<file path="config.mk">
export PLATFORM = sky130hd
export DESIGN_NAME = sig2_acm
export DESIGN_NICKNAME = d
export VERILOG_FILES = /design/src/rtl/sig2_pkg.sv /design/src/rtl/sig2_slots.sv /design/src/rtl/sig2_writer.sv /design/src/rtl/sig2_reader.sv /design/src/rtl/sig2_acm.sv
export SDC_FILE = /design/constraint.sdc
export NUM_CORES = 1
export LEC_CHECK = 0
export ABC_AREA = 1
export BUFFER_PORTS_ARGS = -buffer_cell sky130_fd_sc_hd__buf_4
export CELL_PAD_IN_SITES_DETAIL_PLACEMENT = 1
export CELL_PAD_IN_SITES_GLOBAL_PLACEMENT = 1
export CORE_MARGIN = 8
export CORE_UTILIZATION = 37
export DETAILED_ROUTE_END_ITERATION = 16
export GPL_TIMING_DRIVEN = 0
export PLACE_DENSITY = 0.71
export SETUP_SLACK_MARGIN = 0.3
export SYNTH_ARGS = -nofsm -noshare
export SYNTH_HDL_FRONTEND = slang
export SYNTH_SLANG_ARGS = --single-unit
</file>
<file path="constraint.sdc">
create_clock -name clk -period 1.1 [get_ports clk]
set_input_delay 0.055 -clock clk [delete_from_list [all_inputs] [get_ports clk]]
set_output_delay 0.055 -clock clk [all_outputs]
set_load 0.05 [all_outputs]
</file>
<file path="src/rtl/sig2_pkg.sv">
package sig2_pkg;

    // Consumer-side phase: no read outstanding, or read waiting for fresh data
    typedef enum logic {
        RD_IDLE = 1'b0,
        RD_WAIT = 1'b1
    } rd_state_e;

    // The handoff is defined for exactly two slots addressed by one bit
    localparam int unsigned NUM_SLOTS = 2;
    localparam int unsigned IDX_W     = $clog2(NUM_SLOTS);

endpackage

</file>
<file path="src/rtl/sig2_slots.sv">
module sig2_slots
    import sig2_pkg::*;
#(
    parameter int unsigned DATA_W = 16
) (
    input  logic              clk,
    input  logic              rst_n,
    input  logic              we,
    input  logic [IDX_W-1:0]  widx,
    input  logic [DATA_W-1:0] wdata,
    input  logic [IDX_W-1:0]  ridx,
    output logic [DATA_W-1:0] rdata
);

    logic [DATA_W-1:0] slot_q [NUM_SLOTS];
    logic [DATA_W-1:0] slot_d [NUM_SLOTS];

    for (genvar s = 0; s < NUM_SLOTS; s++) begin : g_slot
        always_comb begin
            slot_d[s] = slot_q[s];
            if (we && (widx == IDX_W'(s))) begin
                slot_d[s] = wdata;
            end
        end

        always_ff @(posedge clk or negedge rst_n) begin
            if (!rst_n) begin
                slot_q[s] <= '0;
            end else begin
                slot_q[s] <= slot_d[s];
            end
        end
    end

    assign rdata = slot_q[ridx];

endmodule

</file>
<file path="src/rtl/sig2_writer.sv">
module sig2_writer
    import sig2_pkg::*;
(
    input  logic             clk,
    input  logic             rst_n,
    input  logic             wr_req,
    input  logic [IDX_W-1:0] r_next,
    output logic [IDX_W-1:0] w_q,
    output logic             slot_we,
    output logic [IDX_W-1:0] slot_widx,
    output logic             wr_done,
    output logic             wrote_q
);

    typedef struct packed {
        logic [IDX_W-1:0] w;
        logic             done;
        logic             wrote;
    } wr_st_t;

    wr_st_t st_d, st_q;

    always_comb begin
        st_d      = st_q;
        st_d.done = wr_req;
        if (wr_req) begin
            // the store goes to the current w; the index then points away from the reader
            st_d.w     = ~r_next;
            st_d.wrote = 1'b1;
        end
    end

    always_ff @(posedge clk or negedge rst_n) begin
        if (!rst_n) begin
            st_q <= '0;
        end else begin
            st_q <= st_d;
        end
    end

    assign w_q       = st_q.w;
    assign slot_we   = wr_req;
    assign slot_widx = st_q.w;
    assign wr_done   = st_q.done;
    assign wrote_q   = st_q.wrote;

endmodule

</file>
<file path="src/rtl/sig2_reader.sv">
module sig2_reader
    import sig2_pkg::*;
#(
    parameter int unsigned DATA_W = 16
) (
    input  logic              clk,
    input  logic              rst_n,
    input  logic              rd_req,
    input  logic [IDX_W-1:0]  w_q,
    input  logic              wrote_q,
    input  logic [DATA_W-1:0] slot_rdata,
    output logic [IDX_W-1:0]  r_q,
    output logic [IDX_W-1:0]  r_next,
    output logic [IDX_W-1:0]  slot_ridx,
    output logic              rd_busy,
    output logic              rd_valid,
    output logic [DATA_W-1:0] rd_data
);

    typedef struct packed {
        rd_state_e         state;
        logic [IDX_W-1:0]  r;
        logic              valid;
        logic [DATA_W-1:0] data;
    } rd_st_t;

    rd_st_t st_d, st_q;

    always_comb begin
        st_d       = st_q;
        st_d.valid = 1'b0;
        unique case (st_q.state)
            RD_IDLE: begin
                if (rd_req) begin
                    st_d.r     = ~st_q.r;
                    st_d.state = RD_WAIT;
                end
            end
            RD_WAIT: begin
                if (wrote_q && (w_q != st_q.r)) begin
                    st_d.valid = 1'b1;
                    st_d.data  = slot_rdata;
                    st_d.state = RD_IDLE;
                end
            end
            default: st_d.state = RD_IDLE;
        endcase
    end

    always_ff @(posedge clk or negedge rst_n) begin
        if (!rst_n) begin
            st_q <= '0;
        end else begin
            st_q <= st_d;
        end
    end

    assign r_q       = st_q.r;
    assign r_next    = st_d.r;
    assign slot_ridx = st_q.r;
    assign rd_busy   = (st_q.state == RD_WAIT);
    assign rd_valid  = st_q.valid;
    assign rd_data   = st_q.data;

endmodule

</file>
<file path="src/rtl/sig2_acm.sv">
module sig2_acm
    import sig2_pkg::*;
#(
    parameter int unsigned DATA_W = 16
) (
    input  logic              clk,
    input  logic              rst_n,
    input  logic              wr_req,
    input  logic [DATA_W-1:0] wr_data,
    output logic              wr_done,
    input  logic              rd_req,
    output logic [DATA_W-1:0] rd_data,
    output logic              rd_valid
);

    logic [IDX_W-1:0]  w_q;
    logic [IDX_W-1:0]  r_q;
    logic [IDX_W-1:0]  r_next;
    logic [IDX_W-1:0]  slot_widx;
    logic [IDX_W-1:0]  slot_ridx;
    logic              slot_we;
    logic              wrote_q;
    logic              rd_busy;
    logic [DATA_W-1:0] slot_rdata;

    sig2_slots #(.DATA_W(DATA_W)) i_slots (
        .clk   (clk),
        .rst_n (rst_n),
        .we    (slot_we),
        .widx  (slot_widx),
        .wdata (wr_data),
        .ridx  (slot_ridx),
        .rdata (slot_rdata)
    );

    sig2_writer i_writer (
        .clk       (clk),
        .rst_n     (rst_n),
        .wr_req    (wr_req),
        .r_next    (r_next),
        .w_q       (w_q),
        .slot_we   (slot_we),
        .slot_widx (slot_widx),
        .wr_done   (wr_done),
        .wrote_q   (wrote_q)
    );

    sig2_reader #(.DATA_W(DATA_W)) i_reader (
        .clk        (clk),
        .rst_n      (rst_n),
        .rd_req     (rd_req),
        .w_q        (w_q),
        .wrote_q    (wrote_q),
        .slot_rdata (slot_rdata),
        .r_q        (r_q),
        .r_next     (r_next),
        .slot_ridx  (slot_ridx),
        .rd_busy    (rd_busy),
        .rd_valid   (rd_valid),
        .rd_data    (rd_data)
    );

endmodule

</file>
==> Flow_metrics.wiki, run 1 <==
{| class="wikitable"
! Metric !! Value
|-
| Status || finished, violations left
|-
| Failing checks || negative hold slack, negative setup slack
|-
| IR Drop Worst-Case VDD || between 0.0015 and 0.002 V
|-
| Final WS setup || -99.6 ps
|-
| Placement-stage worst setup slack || -76.1 ps
|-
| Setup repair after global routing missed its margin || true
|-
| Bufs on Longest Clock Path || 2
|-
| Maximum number of pins on one net before global-route repair || between 50 and 60
|-
| Post-synthesis area per instance || 8.51 sq um
|-
| Initial core utilization || 0.382
|-
| First-pass GRT wire length || approximately 12000 um
|-
| Floorplan core area || between 5000 and 6000 sq um
|-
| Kind of end point of the critical path || flip-flop
|-
| Number of top-level design ports || 38
|-
| # placed instances || between 300 and 400
|-
| Width of the chip || between 90 and 100 um
|-
| Combinational group share of total power || 0.592
|-
| Final total power || ~12000 uW
|-
| Most used cells in the layout excluding fill and tap cells || 65 x sky130_fd_sc_hd__nand2_1, 53 x sky130_fd_sc_hd__dfrtp_1, 43 x sky130_fd_sc_hd__buf_4
|-
| CTS Sinks || 54
|-
| Power Internal || about 6400 uW
|-
| Top cells by area in the synthesized netlist || sky130_fd_sc_hd__dfrtp_1 60%, sky130_fd_sc_hd__nand2_1 20%, sky130_fd_sc_hd__o21ai_0 7.1%
|-
| Number of hold-slack violations in the final timing report || 54
|-
| Worst Hold Class || primary input to asynchronous set/reset pin
|-
| Worst hold slack || -221 ps
|-
| Required time of the critical path || 1320 ps
|-
| Insertion delay of the later-clocked pin in the worst-skew pair || about 320 ps
|-
| Post-DP HPWL || 3940 um
|-
| Post-route insts no fill || about 430
|-
| Proportion of layout cells with a drive suffix above 1 || 0.534
|-
| Worst clock skew on the final layout || approximately 8.0 ps
|-
| Clock network power share || 0.099
|-
| Post-synthesis sequential area ratio || 0.597
|-
| Relative area change from synthesis to final layout || 70.4%
|-
| WL/cell || 20.8 um
|-
| Final estimated routing congestion in global placement || approximately 0.69
|-
| Standard-cell rows || 28
|-
| Yosys synthesis warning count || 0
|-
| Fmax achieved || 834 MHz
|-
| Final max-slew violation count || 0
|-
| Share of the synthesized area in the top cell type || 0.597
|-
| Die area || 8880 sq um
|-
| Minimum period implied by the final worst setup slack || around 1200 ps
|-
| Overall overflow remaining after global route || 0
|-
| Switching share of power || 0.460
|-
| Total clock buffers created by CTS || 5
|-
| Critical path class || flip-flop to flip-flop
|-
| DRC viols || 0
|-
| CTS tree || built
|-
| Number of diodes || 0
|-
| Rel. slew slack || 0.529
|-
| Overall track demand over capacity in global routing || 0.172
|-
| Wire length reported by the detailed router || between 9000 and 10000 um
|-
| Share of power burned in registers || 0.310
|-
| Power density normalized to cell area || 3090 nW/um^2
|-
| Number of distinct library cells after synthesis || 16
|-
| Detailed-routing iteration count for the pre-antenna-repair pass || 4
|-
| Setup tns final || -1320 ps
|-
| Final #Nets || around 380
|-
| CTS Root Buffer Type || sky130_fd_sc_hd__clkbuf_8
|-
| Clock transition at the register clock pins on the worst setup and hold paths after CTS || 100 ps
|-
| Number of buffers added on ports || 37
|-
| Number of violations reported at the end of detailed-routing iteration 0 || 49
|-
| Synthesized area || ~2300 sq um
|-
| WP data arrival || 1420 ps
|-
| Quantity of hold-fixing buffers added after cts || 9
|-
| Number of instances in the synthesized netlist || between 200 and 300
|-
| Cell accounting for the most synthesized area || sky130_fd_sc_hd__dfrtp_1
|-
| Initial antenna violation count || 0
|-
| Critical-path maximum fanout || 7
|-
| Pleak || approximately 0.002 uW
|-
| Count of state elements after synthesis || 54
|-
| Net count of the mapped netlist || 286
|-
| Count of antenna-violating nets left after detailed routing || 0
|-
| Die height || between 90 and 100 um
|-
| Transition time at the pin with the least slew margin || about 710 ps
|-
| Kind of start point of the critical path || flip-flop
|-
| Final critical-path share of the clock period || 1.09
|-
| Count of final setup violators || 24
|-
| Count of vias placed by the detailed router || 2217
|-
| Psw || roughly 5500 uW
|-
| Most common library cell in the layout ignoring fill and taps || sky130_fd_sc_hd__nand2_1
|-
| Number of max-cap violations || 0
|-
| Average vias per placed instance || just over 5
|-
| CTS HTree Levels || 2
|-
| Number of global-route vias before repair || around 2.2k
|}
-- worst paths after layout --
check	endpoint	slack [ps]	cells after the start
setup / recovery	i_reader.rd_data[3]	-100	6
hold / removal	i_slots.slot_q[19]	-220	1
setup reg to reg	i_reader.rd_data[3]	-100	6
hold reg to reg	i_slots.slot_q[1]	500	2
max in group asynchronous	i_writer.slot_widx	830	1
min in group clk	i_slots.slot_q[3]	10	3
-- flip-flops by register name (all words and copies together), names as in the netlist, named ones only --
| name | cells |
|---|---|
| i_slots.slot_q | 32 |
| i_reader.rd_data | 16 |
| i_reader.rd_busy | 1 |
| i_reader.rd_valid | 1 |
| i_writer.slot_widx | 1 |
| i_writer.wr_done | 1 |
| i_writer.wrote_q | 1 |
-- synthesized netlist by cell type --
library cell	instances
sky130_fd_sc_hd__buf_6	1
sky130_fd_sc_hd__nor2_1	2
sky130_fd_sc_hd__clkbuf_2	1
sky130_fd_sc_hd__nand2_2	1
sky130_fd_sc_hd__nand3_1	18
sky130_fd_sc_hd__nand3_4	1
sky130_fd_sc_hd__nand2_1	122
sky130_fd_sc_hd__o21ai_0	32
sky130_fd_sc_hd__inv_2	2
sky130_fd_sc_hd__buf_4	3
sky130_fd_sc_hd__dfrtp_1	54
sky130_fd_sc_hd__clkbuf_1	3
sky130_fd_sc_hd__inv_1	19
sky130_fd_sc_hd__or2_2	2
sky130_fd_sc_hd__nand2_4	1
sky130_fd_sc_hd__buf_2	4
-- power groups by stage --
stage | sequential [uW] | clock, uW | combinational (uW)
2_1_floorplan | 4020 | 0 | 2060
3_3_place_gp | 3290 | 0 | 3860
3_5_place_dp | 3340 | 0 | 3960
4_1_cts | 3440 | 1180 | 5350
5_1_grt | 3770 | 1260 | 7490
6_report | 3700 | 1180 | 7060
-- metal layers --
metal	GRT usage	routed length (um)
met5	0	0
met4	0.0647	303
met3	0.0296	348
met2	0.305	4820
met1	0.200	3540
-- worst max-delay path, stage by stage, from the launching register on --
cell                      delay (ps)
sky130_fd_sc_hd__dfrtp_1         430
sky130_fd_sc_hd__buf_6           170
sky130_fd_sc_hd__buf_4           150
sky130_fd_sc_hd__nand2_1          60
sky130_fd_sc_hd__nand2_1          90
sky130_fd_sc_hd__nand3_1         130
sky130_fd_sc_hd__nand2_2          60
-- metrics by stage --
stage / util / area, sq um
after floorplan: - / 2310
after global placement: 0.453 / 2680
after detailed placement: 0.453 / 2680
after CTS: 0.574 / 3400
after global routing: 0.652 / 3860
final: 0.652 / 3860
-- repair_timing --
action,in CTS,in global routing
hold endpoints to repair,63,54
pin swaps,11,8
cloned,6,3
endpoints found under the setup margin,70,71
buffers inserted,14,15
resized for setup,126,79
-- kinds of logic after synthesis --
logic type      after synthesis  synth area share
compound gates               32            0.0708
buf+inv                      33            0.0658
simple gates                147             0.266
flops                        54             0.597
-- final cells by class --
| class | count | area [sq um] |
|---|---|---|
| fill | 631 | 2060 |
| sequential | 54 | 1350 |
| multi-input combinational | 179 | 1210 |
| timing repair buffer | 84 | 832 |
| buffer | 12 | 186 |
| inverter | 21 | 93.8 |
| tap | 75 | 93.8 |
| clock buffer | 7 | 86.3 |
| clock inverter | 1 | 5.00 |
Power figures use the tool's default switching activity.
==> run 2: changes to the inputs <==
--- a/config.mk
+++ b/config.mk
@@ -18,3 +18,4 @@
 export SYNTH_ARGS = -nofsm -noshare
 export SYNTH_HDL_FRONTEND = slang
 export SYNTH_SLANG_ARGS = --single-unit
+export TNS_END_PERCENT = 1
==> run 2 against run 1 <==
  * Highest routed layer unchanged
  * Clock skew is 2.4 ps lower
  * The run still ends with negative hold slack, negative setup slack left
  * Setup slack better by 87 ps
  * First-iteration DRC count grew 18%
  * Total power shrank 19%
  * Final area decreased by 18%
  * Via count fell by 13%
  * Global-route usage decreased by 2.7 points
==> Flow_metrics.wiki, run 2 (synthesized netlist as in run 1, its figures left out) <==
{| class="wikitable"
! Metric !! Value
|-
| Final WS setup || -12.4 ps (+87.2 ps)
|-
| Total clock buffers created by CTS || 5 (unchanged)
|-
| Transition time at the pin with the least slew margin || 679 ps (-27.2 ps)
|-
| Initial antenna violation count || 0 (unchanged)
|-
| Overall track demand over capacity in global routing || 0.145 (-0.0267)
|-
| Relative area change from synthesis to final layout || 39.2%
|-
| Number of hold-slack violations in the final timing report || 55 (+1.9%)
|-
| Width of the chip || 94.2 um (unchanged)
|-
| Maximum number of pins on one net before global-route repair || 55 (unchanged)
|-
| WL/cell || 14.8 um (-29%)
|-
| DRC viols || 0 (unchanged)
|-
| Insertion delay of the later-clocked pin in the worst-skew pair || 310 ps (about the same)
|-
| Most common library cell in the layout ignoring fill and taps || sky130_fd_sc_hd__nand2_1
|-
| Power density normalized to cell area || 3050 nW/um^2 (-1.4%)
|-
| Final critical-path share of the clock period || 1.01 (-0.0793)
|-
| Flip-flop count of the largest register after layout || 32 (unchanged)
|-
| Number of global-route vias before repair || 2097 (-5.7%)
|-
| Count of vias placed by the detailed router || 1918 (-13%)
|-
| Average vias per placed instance || 4.78 (-6.6%)
|-
| Count of final setup violators || 5 (-79%)
|-
| Final max-slew violation count || 0 (unchanged)
|-
| CTS tree || built
|-
| Detailed-routing iteration count for the pre-antenna-repair pass || 4 (unchanged)
|-
| # placed instances || 378 (unchanged)
|-
| Final estimated routing congestion in global placement || 0.738 (+6.3%)
|-
| Failing checks || negative hold slack, negative setup slack
|-
| Worst clock skew on the final layout || 5.62 ps (-2.37 ps)
|-
| Required time of the critical path || 1310 ps (about the same)
|-
| Final #Nets || 345 (-8.5%)
|-
| CTS Sinks || 54 (unchanged)
|-
| Placement-stage worst setup slack || -218 ps (-142 ps)
|-
| IR Drop Worst-Case VDD || 0.00162 V (-0.82%)
|-
| Endpoint of the most critical setup path || i_reader.rd_data[14]
|-
| Register with the most flip-flops || i_slots.slot_q
|-
| Initial core utilization || 0.382 (unchanged)
|-
| Number of violations reported at the end of detailed-routing iteration 0 || 58 (+18%)
|-
| Die area || 8880 sq um (unchanged)
|-
| Floorplan core area || 5920 sq um (unchanged)
|-
| Met3 routing resource usage after global routing || 0.0256 (-0.00400)
|-
| Post-DP HPWL || 3810 um (-3.3%)
|-
| Most used routing layer in global routing || met2
|-
| Worst Hold Class || primary input to asynchronous set/reset pin
|-
| Fmax achieved || 899 MHz (+7.8%)
|-
| WP data arrival || 1330 ps (-90 ps)
|-
| Number of top-level design ports || 38 (unchanged)
|-
| Wire length reported by the detailed router || 5940 um (-34%)
|-
| Post-route insts no fill || 401 (-7.4%)
|-
| Most used cells in the layout excluding fill and tap cells || 91 x sky130_fd_sc_hd__nand2_1, 53 x sky130_fd_sc_hd__dfrtp_1, 38 x sky130_fd_sc_hd__buf_4
|-
| Bufs on Longest Clock Path || 2 (unchanged)
|-
| Worst hold slack || -230 ps (-8.66 ps)
|-
| Number of max-cap violations || 0 (unchanged)
|-
| Overall overflow remaining after global route || 0 (unchanged)
|-
| Critical-path maximum fanout || 10 (+3)
|-
| Critical path class || flip-flop to flip-flop
|-
| Critical register-to-register path endpoint || i_reader.rd_data[14]
|-
| Pleak || 0.00167 uW (-16%)
|-
| Proportion of layout cells with a drive suffix above 1 || 0.347 (-0.187)
|-
| Setup repair after global routing missed its margin || true
|-
| R2r worst-path depth || 6 (unchanged)
|-
| CTS HTree Levels || 2 (unchanged)
|-
| Rel. slew slack || 0.547 (+0.0182)
|-
| CTS Root Buffer Type || sky130_fd_sc_hd__clkbuf_8
|-
| Standard-cell rows || 28 (unchanged)
|-
| Quantity of hold-fixing buffers added after cts || 6 (-3)
|-
| Grt met1 use || 0.183 (-0.0172)
|-
| Kind of end point of the critical path || flip-flop
|-
| R2R setup slack || -10 ps (+90 ps)
|-
| Number of diodes || 0 (unchanged)
|-
| Clock transition at the register clock pins on the worst setup and hold paths after CTS || 90 ps (about the same)
|-
| Number of buffers added on ports || 37 (unchanged)
|-
| First-pass GRT wire length || 10100 um (-13%)
|-
| Status || finished, violations left
|-
| Kind of start point of the critical path || flip-flop
|-
| Routing usage on met2 || 0.238 (-0.0666)
|-
| Die height || 94.2 um (unchanged)
|-
| Count of antenna-violating nets left after detailed routing || 0 (unchanged)
|-
| Minimum period implied by the final worst setup slack || 1110 ps (-87.2 ps)
|}
run 2: layout make-up:
class	instances	area, sq um
plain buffers	12	155
clock buffers	8	110
fillers	686	2770
inverters	21	86.3
multi-input cells	179	905
flip-flops and latches	54	1350
well taps	75	93.8
repair buffers	52	448
run 2: worst min-delay path by stage:
stage,depth (start not counted),slack (ps),end
6_report,1,-230,i_slots.slot_q[15]
2_1_floorplan,0,-240,asynchronous set/reset pin
3_3_place_gp,1,140,i_slots.slot_q[15]
4_1_cts,1,-190,i_slots.slot_q[13]
3_5_place_dp,1,140,i_slots.slot_q[31]
5_1_grt,1,-170,i_slots.slot_q[15]
run 2: stage by stage:
step | total power (uW) | setup TNS (ps) | utilization | area [sq um]
finish | 9610 | -24.6 | 0.532 | 3150
global route | 10300 | -992 | 0.532 | 3150
CTS | 9400 | -153 | 0.519 | 3070
detailed placement | 7230 | -5050 | 0.449 | 2660
global placement | 7110 | -4130 | 0.449 | 2660
floorplan | 6020 | 0 | - | 2280
run 2: what timing repair did:
action,CTS,global route
cloned,2,0
setup endpoints to repair,70,71
buffers inserted,7,0
pin swaps,6,2
endpoints found under the hold margin,60,54
gates resized for setup,68,33
run 2: layer usage:
layer,share of wire,vias to the layer above,routed length [um]
met2,0.50,34,2940
met3,0.041,10,243
li1,-,942,-
met4,0.020,0,121
met5,0,-,0
met1,0.44,932,2630
run 2: critical path: stages (launching register included):
cell and delay, ps:
sky130_fd_sc_hd__dfrtp_1 430, sky130_fd_sc_hd__buf_6 160, sky130_fd_sc_hd__buf_6 140, sky130_fd_sc_hd__nand2_1 60, sky130_fd_sc_hd__nand2_1 90, sky130_fd_sc_hd__nand3_2 90
sky130_fd_sc_hd__nand2_2 50
run 2: report_power, final:
| group | leakage (uW) | internal, uW | switching [uW] |
|---|---|---|---|
| sequential | 0.000671 | 2840 | 578 |
| clock | 0.0000575 | 637 | 646 |
| combinational | 0.000938 | 1950 | 2960 |
==> run 3: changes to the inputs <==
--- a/config.mk
+++ b/config.mk
@@ -9,11 +9,11 @@
 export BUFFER_PORTS_ARGS = -buffer_cell sky130_fd_sc_hd__buf_4
 export CELL_PAD_IN_SITES_DETAIL_PLACEMENT = 1
 export CELL_PAD_IN_SITES_GLOBAL_PLACEMENT = 1
-export CORE_MARGIN = 8
+export CORE_MARGIN = 3
 export CORE_UTILIZATION = 37
 export DETAILED_ROUTE_END_ITERATION = 16
 export GPL_TIMING_DRIVEN = 0
-export PLACE_DENSITY = 0.71
+export PLACE_DENSITY_LB_ADDON = 0.1
 export SETUP_SLACK_MARGIN = 0.3
 export SYNTH_ARGS = -nofsm -noshare
 export SYNTH_HDL_FRONTEND = slang
==> run 3 against run 2 <==
  * The run still ends with negative hold slack, negative setup slack left
  * Count of clock-buffer cells in the layout decreased by 1
  * Flip-flop and latch count unchanged
  * Largest power group unchanged
  * First-iteration DRC count grew 52%
==> Flow_metrics.wiki, run 3 (synthesized netlist as in run 1, its figures left out) <==
{| class="wikitable"
! Metric !! Value
|-
| Status || finished, violations left
|-
| Failing checks || negative hold slack, negative setup slack
|-
| Worst hold slack || -218 ps (+11.9 ps)
|-
| Clock transition at the register clock pins on the worst setup and hold paths after CTS || 90 ps (about the same)
|-
| Endpoint of the most critical setup path || i_reader.rd_data[4]
|-
| Worst clock skew on the final layout || 8.84 ps (+3.22 ps)
|-
| Critical-path maximum fanout || 5 (-5)
|-
| CTS tree || built
|-
| Required time of the critical path || 1310 ps (about the same)
|-
| Final #Nets || 346 (+0.29%)
|-
| CTS HTree Levels || 2 (unchanged)
|-
| Overall track demand over capacity in global routing || 0.171 (+0.0265)
|-
| Critical path class || flip-flop to flip-flop
|-
| IR Drop Worst-Case VDD || 0.00146 V (-9.9%)
|-
| Wire length reported by the detailed router || 6060 um (+2.0%)
|-
| Fmax achieved || 875 MHz (-2.7%)
|-
| Kind of end point of the critical path || flip-flop
|-
| Worst Hold Class || primary input to asynchronous set/reset pin
|-
| Number of hold-slack violations in the final timing report || 54 (-1.8%)
|-
| Critical-path top delay cell || sky130_fd_sc_hd__dfrtp_1
|-
| Die area || 7090 sq um (-20%)
|-
| Insertion delay of the later-clocked pin in the worst-skew pair || 310 ps (about the same)
|-
| Standard-cell rows || 27 (-3.6%)
|-
| Register with the most flip-flops || i_slots.slot_q
|-
| # placed instances || 375 (-0.79%)
|-
| Register Area || 1350 sq um (unchanged)
|-
| Kind of start point of the critical path || flip-flop
|-
| DRC viols || 0 (unchanged)
|-
| Die height || 84.2 um (-11%)
|-
| Number of buffers added on ports || 37 (unchanged)
|-
| Multi-input gate area || 948 sq um (+4.8%)
|-
| Count of fill cells added during filler insertion || 682 (-0.58%)
|-
| Floorplan core area || 5710 sq um (-3.6%)
|-
| Initial core utilization || 0.396 (+0.0142)
|-
| Most used cells in the layout excluding fill and tap cells || 87 x sky130_fd_sc_hd__nand2_1, 53 x sky130_fd_sc_hd__dfrtp_1, 40 x sky130_fd_sc_hd__buf_4
|-
| R2r worst-path depth || 6 (unchanged)
|-
| Critical path's largest stage delay || 420 ps (about the same)
|-
| Critical register-to-register path endpoint || i_reader.rd_data[4]
|-
| Overall overflow remaining after global route || 0 (unchanged)
|-
| Post-route insts no fill || 399 (-0.50%)
|-
| Flip-flop count of the largest register after layout || 32 (unchanged)
|-
| Number of global-route vias before repair || 1965 (-6.3%)
|-
| Bufs on Longest Clock Path || 2 (unchanged)
|-
| First-pass GRT wire length || 9600 um (-4.5%)
|-
| Minimum period implied by the final worst setup slack || 1140 ps (+30.3 ps)
|-
| Number of diodes || 0 (unchanged)
|-
| Final total power || 9820 uW (+2.3%)
|-
| Total clock buffers created by CTS || 5 (unchanged)
|-
| Cells along the critical path || buf_6 > nand2_2 > nand2_4 > buf_4 > nand3_1 > nand2_1
|-
| Final max-slew violation count || 0 (unchanged)
|-
| Detailed-routing iteration count for the pre-antenna-repair pass || 4 (unchanged)
|-
| Initial antenna violation count || 0 (unchanged)
|-
| Power density normalized to cell area || 3060 nW/um^2 (+0.23%)
|-
| CTS Root Buffer Type || sky130_fd_sc_hd__clkbuf_8
|-
| Rel. slew slack || 0.546 (-0.00160)
|-
| Proportion of layout cells with a drive suffix above 1 || 0.385 (+0.0387)
|-
| Width of the chip || 84.2 um (-11%)
|-
| Final WS setup || -42.7 ps (-30.3 ps)
|-
| Count of vias placed by the detailed router || 1936 (+0.94%)
|-
| CTS Sinks || 54 (unchanged)
|-
| Number of violations reported at the end of detailed-routing iteration 0 || 88 (+52%)
|-
| Number of max-cap violations || 0 (unchanged)
|-
| Most common library cell in the layout ignoring fill and taps || sky130_fd_sc_hd__nand2_1
|-
| Final critical-path share of the clock period || 1.04 (+0.0276)
|-
| Pleak || 0.00168 uW (+1.0%)
|-
| WP data arrival || 1350 ps (+20 ps)
|-
| Post-DP HPWL || 3760 um (-1.5%)
|-
| Average vias per placed instance || 4.85 (+1.4%)
|-
| WL/cell || 15.2 um (+2.5%)
|-
| Count of final setup violators || 26 (+21)
|-
| Count of antenna-violating nets left after detailed routing || 0 (unchanged)
|-
| R2R setup slack || -40 ps (-30 ps)
|-
| Maximum number of pins on one net before global-route repair || 55 (unchanged)
|-
| Final estimated routing congestion in global placement || 0.771 (+4.4%)
|-
| Setup repair after global routing missed its margin || true
|-
| Transition time at the pin with the least slew margin || 682 ps (+2.41 ps)
|-
| Number of top-level design ports || 38 (unchanged)
|-
| Relative area change from synthesis to final layout || 42.0%
|}
run 3: critical path, delay by kind of cell, from the launching register on:
kind	cells	cell delay, ps
and+or+nand+nor	4	320
buffers and inverters	2	300
DFF	1	420
run 3: routing by layer:
layer,GRT usage,vias up,part of all wire
met5,0,-,0
met4,0.0468,0,0.010
met3,0.0363,8,0.038
met2,0.287,38,0.51
met1,0.226,942,0.45
li1,-,948,-
run 3: stage by stage:
step | setup WS [ps] | area [sq um] | util | hold slack, ps | TNS (ps)
after detailed placement | -195 | 2650 | 0.465 | 145 | -5110
after CTS | -18.4 | 3060 | 0.535 | -197 | -142
after global routing | -103 | 3210 | 0.563 | -172 | -2610
after floorplan | 80.2 | 2280 | - | -241 | 0
after global placement | -185 | 2650 | 0.465 | 144 | -4510
final | -42.7 | 3210 | 0.563 | -218 | -437
run 3: worst min-delay path by stage:
stage	from	to	slack, ps
floorplan	rst_n	asynchronous set/reset pin	-240
global placement	rst_n	i_reader.rd_data[15]	140
detailed placement	rst_n	i_reader.rd_data[15]	150
CTS	rst_n	i_reader.rd_data[5]	-200
global route	rst_n	i_slots.slot_q[16]	-170
finish	rst_n	i_reader.rd_data[15]	-220
run 3: layout make-up:
type | instances | share of cell area
plain buffers | 12 | 0.0557
well taps | 72 | 0.0280
repair buffers | 53 | 0.145
inverters | 21 | 0.0269
clock buffers | 7 | 0.0269
flip-flops and latches | 54 | 0.421
clock inverters | 1 | 0.00156
multi-input cells | 179 | 0.295
run 3: report_power, final:
| part | switching [uW] | internal [uW] | total [uW] |
|---|---|---|---|
| clock network | 646 | 510 | 1160 |
| registers | 568 | 2840 | 3410 |
| logic | 3140 | 2130 | 5260 |
| total | 4350 | 5470 | 9820 |
run 3: timing repair:
item                                    in CTS  in global routing
buffers inserted                             5                  4
resized for setup                           78                 31
hold buffers                                 4                  1
endpoints found under the setup margin      70                 70
gates cloned                                 1                  1
pin swaps                                    6                  4
hold endpoints to repair                    58                 55
